<file path="src/rtl/hbg_pkg.sv">
`timescale 1ns/1ps
package hbg_pkg;

   // Number of bridge legs in a full bridge and the width of the four-line command.
   localparam int NUM_LEGS = 2;
   localparam int CMD_W    = 2 * NUM_LEGS;

   // Request for one leg: which of its two switches should conduct.
   typedef enum logic [1:0] {
      LEG_OFF = 2'b00,
      LEG_HI  = 2'b01,
      LEG_LO  = 2'b10
   } leg_req_e;

endpackage

</file>
<file path="src/rtl/hbg_sync.sv">
`timescale 1ns/1ps
module hbg_sync #(
   parameter int W      = 1,
   parameter int STAGES = 2
) (
   input  logic         clk,
   input  logic         rst_n,
   input  logic [W-1:0] d,
   output logic [W-1:0] q
);

   if (W < 1) begin : g_bad_w
      $error("hbg_sync: W must be at least 1");
   end
   if (STAGES < 2) begin : g_bad_stages
      $error("hbg_sync: STAGES must be at least 2");
   end

   logic [STAGES-1:0][W-1:0] chain_q;

   always_ff @(posedge clk or negedge rst_n) begin
      if (!rst_n) begin
         chain_q <= '0;
      end else begin
         chain_q[0] <= d;
         for (int s = 1; s < STAGES; s++) begin
            chain_q[s] <= chain_q[s-1];
         end
      end
   end

   assign q = chain_q[STAGES-1];

endmodule

</file>
<file path="src/rtl/hbg_decode.sv">
`timescale 1ns/1ps
module hbg_decode
   import hbg_pkg::*;
(
   input  logic            pol,
   input  logic            raw_mode,
   input  logic [CMD_W-1:0] cmd,
   output leg_req_e        req [NUM_LEGS],
   output logic            illegal
);

   logic [NUM_LEGS-1:0] pair_bad;
   leg_req_e            raw_req [NUM_LEGS];
   leg_req_e            pol_req [NUM_LEGS];

   for (genvar i = 0; i < NUM_LEGS; i++) begin : g_leg
      // Both switches of this leg requested together.
      assign pair_bad[i] = cmd[2*i] & cmd[2*i+1];

      always_comb begin
         unique case ({cmd[2*i+1], cmd[2*i]})
            2'b01:   raw_req[i] = LEG_HI;
            2'b10:   raw_req[i] = LEG_LO;
            default: raw_req[i] = LEG_OFF;
         endcase
      end

      // Even legs follow the polarity bit on their high side, odd legs on their low side.
      if ((i % 2) == 0) begin : g_even
         assign pol_req[i] = pol ? LEG_HI : LEG_LO;
      end else begin : g_odd
         assign pol_req[i] = pol ? LEG_LO : LEG_HI;
      end
   end

   assign illegal = raw_mode & (|pair_bad);

   // Any illegal pair blanks every leg, not just the offending one.
   for (genvar i = 0; i < NUM_LEGS; i++) begin : g_sel
      always_comb begin
         if (!raw_mode) begin
            req[i] = pol_req[i];
         end else if (illegal) begin
            req[i] = LEG_OFF;
         end else begin
            req[i] = raw_req[i];
         end
      end
   end

endmodule

</file>
<file path="src/rtl/hbg_leg.sv">
`timescale 1ns/1ps
module hbg_leg
   import hbg_pkg::*;
#(
   parameter int DEAD_CYC = 8
) (
   input  logic     clk,
   input  logic     rst_n,
   input  logic     en,
   input  leg_req_e req,
   output logic     gate_hi,
   output logic     gate_lo
);

   if (DEAD_CYC < 1) begin : g_bad_dead
      $error("hbg_leg: DEAD_CYC must be at least 1");
   end

   localparam int              CNT_W   = $clog2(DEAD_CYC + 1);
   localparam logic [CNT_W-1:0] CNT_MAX = CNT_W'(DEAD_CYC);

   logic             on_hi_q, on_lo_q;
   logic             on_hi_d, on_lo_d;
   logic [CNT_W-1:0] quiet_q, quiet_d;
   logic             en_prev_q;
   leg_req_e         req_prev_q;
   logic             ctx_moved;
   logic             any_on;
   logic             may_start;

   assign any_on    = on_hi_q | on_lo_q;
   assign ctx_moved = (en != en_prev_q) || (req != req_prev_q);

   // Quiet counter: cycles with the leg fully off and an unchanged request.
   always_comb begin
      if (any_on || !en || ctx_moved) begin
         quiet_d = '0;
      end else if (quiet_q == CNT_MAX) begin
         quiet_d = quiet_q;
      end else begin
         quiet_d = quiet_q + CNT_W'(1);
      end
   end

   assign may_start = en && !any_on && !ctx_moved &&
                      (quiet_q == CNT_MAX) && (req != LEG_OFF);

   always_comb begin
      on_hi_d = on_hi_q;
      on_lo_d = on_lo_q;
      if (!en) begin
         on_hi_d = 1'b0;
         on_lo_d = 1'b0;
      end else begin
         if (on_hi_q && (req != LEG_HI)) on_hi_d = 1'b0;
         if (on_lo_q && (req != LEG_LO)) on_lo_d = 1'b0;
         if (may_start) begin
            on_hi_d = (req == LEG_HI);
            on_lo_d = (req == LEG_LO);
         end
      end
   end

   always_ff @(posedge clk or negedge rst_n) begin
      if (!rst_n) begin
         on_hi_q    <= 1'b0;
         on_lo_q    <= 1'b0;
         quiet_q    <= '0;
         en_prev_q  <= 1'b0;
         req_prev_q <= LEG_OFF;
      end else begin
         on_hi_q    <= on_hi_d;
         on_lo_q    <= on_lo_d;
         quiet_q    <= quiet_d;
         en_prev_q  <= en;
         req_prev_q <= req;
      end
   end

   assign gate_hi = on_hi_q & en;
   assign gate_lo = on_lo_q & en;

   // Independent run-length of fully-off cycles, used to check the dead gap.
   localparam int               RUN_W   = $clog2(DEAD_CYC + 2);
   localparam logic [RUN_W-1:0] RUN_MAX = RUN_W'(DEAD_CYC + 1);
   logic [RUN_W-1:0] off_run_q;

   always_ff @(posedge clk or negedge rst_n) begin
      if (!rst_n) begin
         off_run_q <= '0;
      end else if (gate_hi || gate_lo) begin
         off_run_q <= '0;
      end else if (off_run_q != RUN_MAX) begin
         off_run_q <= off_run_q + RUN_W'(1);
      end
   end

   AST_LEG_EXCLUSIVE: assert property (@(posedge clk) disable iff (!rst_n)
      !(gate_hi && gate_lo)) else $error("leg shorted");

   AST_HI_AFTER_LO_OFF: assert property (@(posedge clk) disable iff (!rst_n)
      $rose(gate_hi) |-> !$past(gate_lo)) else $error("high on before low off");

   AST_LO_AFTER_HI_OFF: assert property (@(posedge clk) disable iff (!rst_n)
      $rose(gate_lo) |-> !$past(gate_hi)) else $error("low on before high off");

   AST_DEAD_GAP: assert property (@(posedge clk) disable iff (!rst_n)
      ($rose(gate_hi) || $rose(gate_lo)) |-> (off_run_q == RUN_MAX))
      else $error("dead interval too short");

endmodule

</file>
<file path="src/rtl/hbg_fault.sv">
`timescale 1ns/1ps
module hbg_fault (
   input  logic clk,
   input  logic rst_n,
   input  logic set_i,
   input  logic clr_i,
   output logic flag_o
);

   logic flag_q;

   // Set dominates clear so a persisting illegal command cannot be hidden.
   always_ff @(posedge clk or negedge rst_n) begin
      if (!rst_n) begin
         flag_q <= 1'b0;
      end else if (set_i) begin
         flag_q <= 1'b1;
      end else if (clr_i) begin
         flag_q <= 1'b0;
      end
   end

   assign flag_o = flag_q;

   AST_FAULT_HOLDS: assert property (@(posedge clk) disable iff (!rst_n)
      (flag_o && !clr_i) |=> flag_o) else $error("fault dropped without clear");

   AST_FAULT_SETS: assert property (@(posedge clk) disable iff (!rst_n)
      set_i |=> flag_o) else $error("fault not set");

endmodule

</file>
<file path="src/rtl/hbridge_guard.sv">
`timescale 1ns/1ps
module hbridge_guard
   import hbg_pkg::*;
#(
   parameter int DEAD_CYC    = 8,
   parameter int SYNC_STAGES = 2
) (
   input  logic             clk,
   input  logic             rst_n,
   input  logic             drive_en,
   input  logic             polarity,
   input  logic             raw_sel,
   input  logic [CMD_W-1:0] raw_cmd,
   input  logic             fault_clr,
   output logic [CMD_W-1:0] gate_on,
   output logic             fault
);

   if (DEAD_CYC < 1) begin : g_bad_dead
      $error("hbridge_guard: DEAD_CYC must be at least 1");
   end
   if (SYNC_STAGES < 2) begin : g_bad_sync
      $error("hbridge_guard: SYNC_STAGES must be at least 2");
   end

   localparam int SYNC_W = CMD_W + 3;

   logic [SYNC_W-1:0] async_in;
   logic [SYNC_W-1:0] sync_out;
   logic              en_s, pol_s, mode_s;
   logic [CMD_W-1:0]  cmd_s;
   leg_req_e          leg_req [NUM_LEGS];
   logic              illegal_s;

   assign async_in = {raw_cmd, raw_sel, polarity, drive_en};

   hbg_sync #(.W(SYNC_W), .STAGES(SYNC_STAGES)) u_sync (
      .clk   (clk),
      .rst_n (rst_n),
      .d     (async_in),
      .q     (sync_out)
   );

   assign en_s   = sync_out[0];
   assign pol_s  = sync_out[1];
   assign mode_s = sync_out[2];
   assign cmd_s  = sync_out[SYNC_W-1:3];

   hbg_decode u_decode (
      .pol      (pol_s),
      .raw_mode (mode_s),
      .cmd      (cmd_s),
      .req      (leg_req),
      .illegal  (illegal_s)
   );

   for (genvar i = 0; i < NUM_LEGS; i++) begin : g_leg
      hbg_leg #(.DEAD_CYC(DEAD_CYC)) u_leg (
         .clk     (clk),
         .rst_n   (rst_n),
         .en      (en_s),
         .req     (leg_req[i]),
         .gate_hi (gate_on[2*i]),
         .gate_lo (gate_on[2*i+1])
      );
   end

   hbg_fault u_fault (
      .clk    (clk),
      .rst_n  (rst_n),
      .set_i  (illegal_s),
      .clr_i  (fault_clr),
      .flag_o (fault)
   );

   AST_ILLEGAL_ALL_OFF: assert property (@(posedge clk) disable iff (!rst_n)
      illegal_s |=> (gate_on == '0)) else $error("illegal command left a switch on");

   AST_ENABLE_WAITS: assert property (@(posedge clk) disable iff (!rst_n)
      $rose(en_s) |=> (gate_on == '0)) else $error("switch on without dead wait");

   AST_DISABLED_OFF: assert property (@(posedge clk) disable iff (!rst_n)
      $fell(en_s) |-> (gate_on == '0)) else $error("switch on while disabled");

endmodule

</file>
<file path="config.mk">
export PLATFORM = sky130hd
export DESIGN_NAME = hbridge_guard
export DESIGN_NICKNAME = d
export VERILOG_FILES = /design/src/rtl/hbg_pkg.sv /design/src/rtl/hbg_sync.sv /design/src/rtl/hbg_decode.sv /design/src/rtl/hbg_leg.sv /design/src/rtl/hbg_fault.sv /design/src/rtl/hbridge_guard.sv
export SDC_FILE = /design/constraint.sdc
export NUM_CORES = 1
export LEC_CHECK = 0
export ABC_AREA = 1
export BUFFER_PORTS_ARGS = -buffer_cell sky130_fd_sc_hd__buf_2
export CAP_MARGIN = 0
export CORE_MARGIN = 10
export CORE_UTILIZATION = 56
export CTS_CLUSTER_DIAMETER = 100
export CTS_CLUSTER_SIZE = 8
export DETAILED_ROUTE_END_ITERATION = 16
export PLACE_DENSITY = 0.87
export SYNTH_ARGS = -nofsm -noshare
export SYNTH_HDL_FRONTEND = slang
export SYNTH_HIERARCHICAL = 1
export SYNTH_SLANG_ARGS = --single-unit
</file>
<file path="constraint.sdc">
create_clock -name clk -period 3.6 [get_ports clk]
set_input_delay 0 -clock clk [delete_from_list [all_inputs] [get_ports clk]]
set_output_delay 0 -clock clk [all_outputs]
set_load 0.02 [all_outputs]
</file>
==> impl_metrics.csv, run 1 <==
group,metric,value,unit
floorplanning,ios,15,
global_routing,grt-ovfl-total,0,
place,dpl_cell_area,1479,um2
floorplanning,core_area,2455,um2
timing,setup_viol,0,
place,place_congestion,0.7500,
place,io_buffers,14,
logic_synthesis,synth_top_area_cell,"dfrtp_1",
timing,final.setup.tns,0,ps
routing,first_pass_iters,2,
timing,min_period,1626,ps
routing,drt_iter0_drc,45,
floorplanning,rows,18,
logic_synthesis,synth_cell_types,19,
logic_synthesis,synth_top_area_share,58.00,%
timing,hold_ws,237.8,ps
routing,finalWirelength,2471,um
power_and_ir_drop,p_leak,0.8361,nW
final_layout,synthToLayoutAreaGrowth,14.06,%
critical_path,worstPathRequired,3850,ps
clocking,cts.sinks,33,
clocking,clkTransAtPathRegs,90,ps
clocking,htree_levels,2,
run,max_cap_violations,0,
min_path,hp-class,"in -> async",
routing,antenna_left,0,
critical_path,r2r-start,"u_sync/q[2]",
clocking,clk_path_buf_depth,2,
final_layout,regArea,825.8,um2
timing,grt_setup_unrepaired,"no",
critical_path,critical_path_class,"reg -> reg",
routing,vias,1003,
logic_synthesis,synth_cells,149,
logic_synthesis,syn_nets,163,
final_layout,drive_gt1_share,16.86,%
critical_path,crit_path_max_fanout,6,
logic_synthesis,syn_avg_cell_area,9.556,um2
clocking,postCtsSetupBuffers,0,
floorplanning,fp.dieH,70.43,um
clocking,cts_tree,"done",
final_layout,final_cell_area,1624,um2
critical_path,start_kind,"flip-flop",
routing,post_drt_wl_per_cell,12.23,um
global_routing,grtUsageTotal,11.20,%
routing,vias_per_cell,4.965,
clocking,cts_resized,0,
timing,fin_worst_skew,9.528,ps
timing,worst_pin_slew,690.7,ps
final_layout,n_fill_cell,209,
timing,hold_viol_final,0,
critical_path,worstSetupEndpointType,"flip-flop",
logic_synthesis,synth_async_sr_flop_share,100.0,%
floorplanning,die_area,4960,um2
global_routing,grt_max_degree,34,
final_layout,nets,186,
timing,slew_violations,0,
clocking,clockRootBuffer,"clkbuf_4",
critical_path,worstPathArrival,1880,ps
logic_synthesis,synth_edf_count,0,
timing,finalCritPeriodShare,45.17,%
critical_path,worstSetupStartpoint,"u_sync/q[2]",
timing,maxSlewHeadroom,53.95,%
logic_synthesis,ys_ff_latch,33,
logic_synthesis,netlist_top_cells_area,"dfrtp_1, nand2_1, inv_1",
outcome,status,"complete, no violations",
place,dp_slack,2010,ps
floorplanning,initial_utilization,58.00,%
logic_synthesis,yosysWarnings,6,
final_layout,multi_input_area,440.4,um2
global_routing,grt_pass1_wl,4512,um
logic_synthesis,netlist_area,1424,um2
logic_synthesis,synthFlopType,"dfrtp_1",
final_layout,diodes,0,
floorplanning,dieWidth,70.43,um
logic_synthesis,yosysSeqAreaShare,58.00,%
power_and_ir_drop,ir_drop,323.1,uV
clocking,ctsHoldBuffers,9,
global_routing,antenna_found_initial,0,
timing,max_freq,615.0,MHz
clocking,cts_buffers,5,
global_routing,grt_pass1_vias,1110,
clocking,clkLatencyLatePin,330,ps
power_and_ir_drop,p_per_area,404.5,nW/um2
place,dp.final_hpwl,1822,um
power_and_ir_drop,p_total,0.0006569,W
routing,route.detailed.drc,0,
timing,timing.final.ws_setup,1974,ps
[worst paths after layout]
kind                                             endpoint  slack, ps  depth (start not counted)
worst max-delay path               g_leg[1].u_leg/on_lo_q       1970                         10
worst min-delay path            g_leg[0].u_leg/quiet_q[2]        240                          2
worst max register to register     g_leg[1].u_leg/on_lo_q       1970                         10
worst min register to register                u_sync/q[6]        360                          0
max in group asynchronous                     u_sync/q[6]       2910                          2
min in group clk                        u_sync/chain_q[5]        310                          2
[cells by family (layout without fill, tap and decap cells)]
logic type,Yosys count,count (layout),share of synthesized area (%)
AO/OA/AOI/OAI,8,8,2.812
flip-flops,33,33,58.00
XOR/XNOR,7,7,4.306
AND/OR/NAND/NOR,62,62,20.30
adder cells (fa/ha/maj),4,4,3.515
buffers and inverters,35,58,11.07
[critical path, stage by stage (launching register included)]
cell and delay [ps]:
dfrtp_1 440, inv_2 80, nand2_2 80, nand2_1 60, nor2_1 260, inv_2 80
nand2_1 60, nand2_1 60, nor2_2 150, nand3_1 120, a21oi_1 170
[synthesized netlist by cell type (2+ instances only)]
cell and n:
dfrtp_1 33, nand2_1 29, inv_1 26, nor2_1 12
nand3_1 8, buf_4 7, a21oi_1 6, nand4_1 5
ha_1 4, xnor2_1 4, nand2_2 3, xor2_1 3
inv_2 2, o21ai_1 2
[power breakdown]
| group | switching, W | internal, W | total [W] | leakage (nW) |
|---|---|---|---|---|
| logic | 0.0000363 | 0.0000234 | 0.0000597 | 0.389 |
| clock network | 0.000109 | 0.0000920 | 0.000202 | 0.0314 |
| registers | 0.0000102 | 0.000386 | 0.000396 | 0.415 |
| total | 0.000156 | 0.000501 | 0.000657 | 0.836 |
[layout by cell type (no fill, tap or decap), drive strengths merged]
| cell | instances |
|---|---|
| buf | 14 |
| xnor2 | 4 |
| clkbuf | 7 |
| nor3 | 1 |
| a21oi | 6 |
| o21ai | 2 |
| ha | 4 |
| nand3 | 9 |
| dfrtp | 33 |
| nor3b | 1 |
| nand4 | 5 |
| nand2 | 32 |
| nor2 | 14 |
| inv | 28 |
| dlygate4sd3 | 9 |
| xor2 | 3 |
[metal layers]
layer / up-vias / track usage [%] / part of all wire, %
li1: 495 / - / -
met5: - / 0 / 0
met1: 483 / 10.17 / 39
met2: 17 / 20.06 / 53
met3: 8 / 4.802 / 5.1
met4: 0 / 6.579 / 2.4
[registers in the layout, indices dropped and copies added, names as in the netlist]
name	count
u_fault/flag_o	1
g_leg.u_leg/quiet_q	8
g_leg.u_leg/req_prev_q	4
u_sync/q	7
g_leg.u_leg/en_prev_q	2
u_sync/chain_q	7
g_leg.u_leg/on_hi_q	2
g_leg.u_leg/on_lo_q	2
[through the flow]
stage / std cells / utilization [%]
2_1_floorplan: 149 / -
3_3_place_gp: 186 / 60.24
3_5_place_dp: 186 / 60.24
4_1_cts: 202 / 66.16
5_1_grt: 202 / 66.16
6_report: 202 / 66.16
[layout make-up]
| class | instances | area share [%] |
|---|---|---|
| clock buffers | 7 | 3.390 |
| inverters | 28 | 6.471 |
| multi-input cells | 81 | 27.12 |
| flip-flops and latches | 33 | 50.85 |
| well taps | 30 | 2.311 |
| repair buffers | 23 | 9.861 |
Power figures use the tool's default switching activity.
==> run 2, diff against run 1 <==
clock period = 1.53 ns   (was 3.6 ns; I/O delays follow)
==> run 2 against run 1 <==
Critical path depth stayed put. Design area rose by 9.4%. Non-clock buffer count rose by 2. Register-to-register slack got worse by 1900 ps. Sequential power grew 140%. Clock skew is 4.8 ps higher. Worst hold slack worse by 14 ps. Worst setup slack got worse by 1900 ps.
==> impl_metrics.csv, run 2 (synthesis gave the netlist of run 1 again) <==
group,metric,value,unit
timing,timing.final.ws_setup,50.10,ps
place,dp_slack,-36.24,ps
power_and_ir_drop,swShare,24.75,%
power_and_ir_drop,p_sw,0.0004117,W
outcome,status,"complete, no violations",
min_path,hp-class,"in -> async",
routing,vias,1001,
power_and_ir_drop,p_per_area,936.4,nW/um2
place,placed_cells,188,
critical_path,reg2reg_depth,10,
critical_path,crit_path_max_fanout,6,
timing,fin_worst_skew,14.37,ps
final_layout,final_common_cell,"dfrtp_1",
power_and_ir_drop,p_total,0.001664,W
floorplanning,core_area,2455,um2
critical_path,start_kind,"flip-flop",
final_layout,diodes,0,
routing,route.detailed.drc,0,
power_and_ir_drop,p_int,0.001252,W
routing,vias_per_cell,4.883,
clocking,cts_buffers,5,
timing,hold_ws,224.0,ps
clocking,cts_tree,"done",
timing,max_freq,675.7,MHz
routing,antenna_left,0,
final_layout,multi_input_area,554.3,um2
run,max_cap_violations,0,
timing,worst_pin_slew,682.0,ps
critical_path,worstPathRequired,1780,ps
global_routing,grt_pass1_wl,4188,um
clocking,clk_path_buf_depth,2,
power_and_ir_drop,combPwrFrac,11.4,%
routing,post_drt_wl_per_cell,12.90,um
critical_path,worstPathArrival,1730,ps
power_and_ir_drop,clkPwrFrac,32.3,%
routing,first_pass_iters,4,
clocking,clkLatencyLatePin,330,ps
place,io_buffers,14,
power_and_ir_drop,p_leak,0.8827,nW
place,dp.final_hpwl,1822,um
global_routing,grtUsageTotal,10.38,%
critical_path,r2r-start,"u_sync/q[2]",
final_layout,nets,188,
global_routing,grt_pass1_vias,1061,
global_routing,grt_max_degree,34,
floorplanning,rows,18,
final_layout,synthToLayoutAreaGrowth,24.78,%
final_layout,largest_reg_flops,8,
global_routing,met2_usage,19.76,%
final_layout,n_fill_cell,180,
power_and_ir_drop,ir_drop,847.8,uV
clocking,cts.sinks,33,
global_routing,antenna_found_initial,0,
final_layout,final_cell_mix,"dfrtp_1, inv_1, nand2_1",
floorplanning,initial_utilization,58.00,%
final_layout,drive_gt1_share,29.71,%
floorplanning,die_area,4960,um2
global_routing,grt-ovfl-total,0,
timing,maxSlewHeadroom,54.53,%
final_layout,regArea,828.3,um2
final_layout,stdcell_count,205,
routing,drt_iter0_drc,72,
global_routing,grt_util_met3,5.085,%
routing,finalWirelength,2645,um
global_routing,use_met1,8.718,%
final_layout,regMostFlops,"g_leg.u_leg/quiet_q",
clocking,postCtsSetupBuffers,0,
timing,hold_viol_final,0,
critical_path,r2r-end,"g_leg[1].u_leg/quiet_q[2]",
power_and_ir_drop,p_seq_share,56.2,%
timing,setup_viol,0,
clocking,clkTransAtPathRegs,100,ps
timing,min_period,1480,ps
floorplanning,ios,15,
critical_path,ff2ff_setup_slack,50,ps
clocking,clockRootBuffer,"clkbuf_4",
clocking,htree_levels,2,
critical_path,critical_path_class,"reg -> reg",
timing,finalCritPeriodShare,96.73,%
critical_path,worstSetupEndpointType,"flip-flop",
floorplanning,dieWidth,70.43,um
final_layout,fin_util,72.38,%
place,place_congestion,0.7528,
global_routing,grt-busiest-layer,"met2",
floorplanning,fp.dieH,70.43,um
timing,slew_violations,0,
run 2: changes by cell type in the layout (fill, tap and decap cells not counted), moves of 2 or more:
cell,before,now
xnor2_1,4,2
dfrtp_2,0,2
a21oi_2,0,4
dfrtp_1,33,31
nand2_4,0,3
nand2_1,29,24
nor2_4,1,3
nand2_2,3,5
nand3_1,8,6
a21oi_1,6,1
run 2: stage by stage:
| step | cell area [um2] | TNS (ps) |
|---|---|---|
| global placement | 1494 | 0 |
| global route | 1777 | -46.96 |
| finish | 1777 | 0 |
| floorplan | 1424 | 0 |
| detailed placement | 1494 | -44.29 |
| CTS | 1668 | 0 |
run 2: layout make-up:
cell class | instances | share of cell area (%)
clock buffers | 7 | 3.662
inverters | 28 | 6.056
multi-input cells | 81 | 31.20
repair buffers | 25 | 10.07
flip-flops and latches | 33 | 46.62
well taps | 30 | 2.113
clock inverters | 1 | 0.2817
run 2: layer usage:
layer  routed length (um)  share of wire [%]  vias up
li1                     -                  -      497
met1                 1027                 39      471
met2                 1394                 53       26
met3                  176                6.7        7
met4                   46                1.7        0
met5                    0                  0        -
run 2: worst max-delay path by stage:
stage / slack (ps) / start / to
floorplan: 110 / u_sync/q[2] / g_leg[1].u_leg/quiet_q[2]
global placement: 180 / u_sync/q[2] / g_leg[1].u_leg/quiet_q[1]
detailed placement: -40 / u_sync/q[2] / g_leg[1].u_leg/quiet_q[2]
CTS: 6 / u_sync/q[2] / g_leg[1].u_leg/quiet_q[2]
global route: -10 / u_sync/q[6] / g_leg[0].u_leg/quiet_q[0]
finish: 50 / u_sync/q[2] / g_leg[1].u_leg/quiet_q[2]
run 2: power groups by stage:
stage                     Combinational (W)  Sequential (W)  Clock (W)
after CTS                          0.000153        0.000931   0.000555
after floorplan                   0.0000937        0.000939          0
final                              0.000190        0.000936   0.000538
after detailed placement           0.000131        0.000948          0
after global routing               0.000211        0.000941   0.000589
after global placement             0.000121        0.000943          0
run 2: what timing repair did:
| item | 4_1_cts | 5_1_grt |
|---|---|---|
| endpoints found under the hold margin | 41 | 0 |
| gates resized for setup | 3 | 26 |
| pin swaps | 0 | 9 |
| hold buffers | 9 | 0 |
| endpoints found under the setup margin | 4 | 11 |
run 2: critical path: stages, from the launching register on:
cell and delay, ps:
dfrtp_2 470, inv_4 100, nand2_4 70, nand2_4 60
nor2_4 40, buf_6 120, nand2_2 70, nand2_2 60
nor2_4 120, nand2_4 80, nor3b_2 200
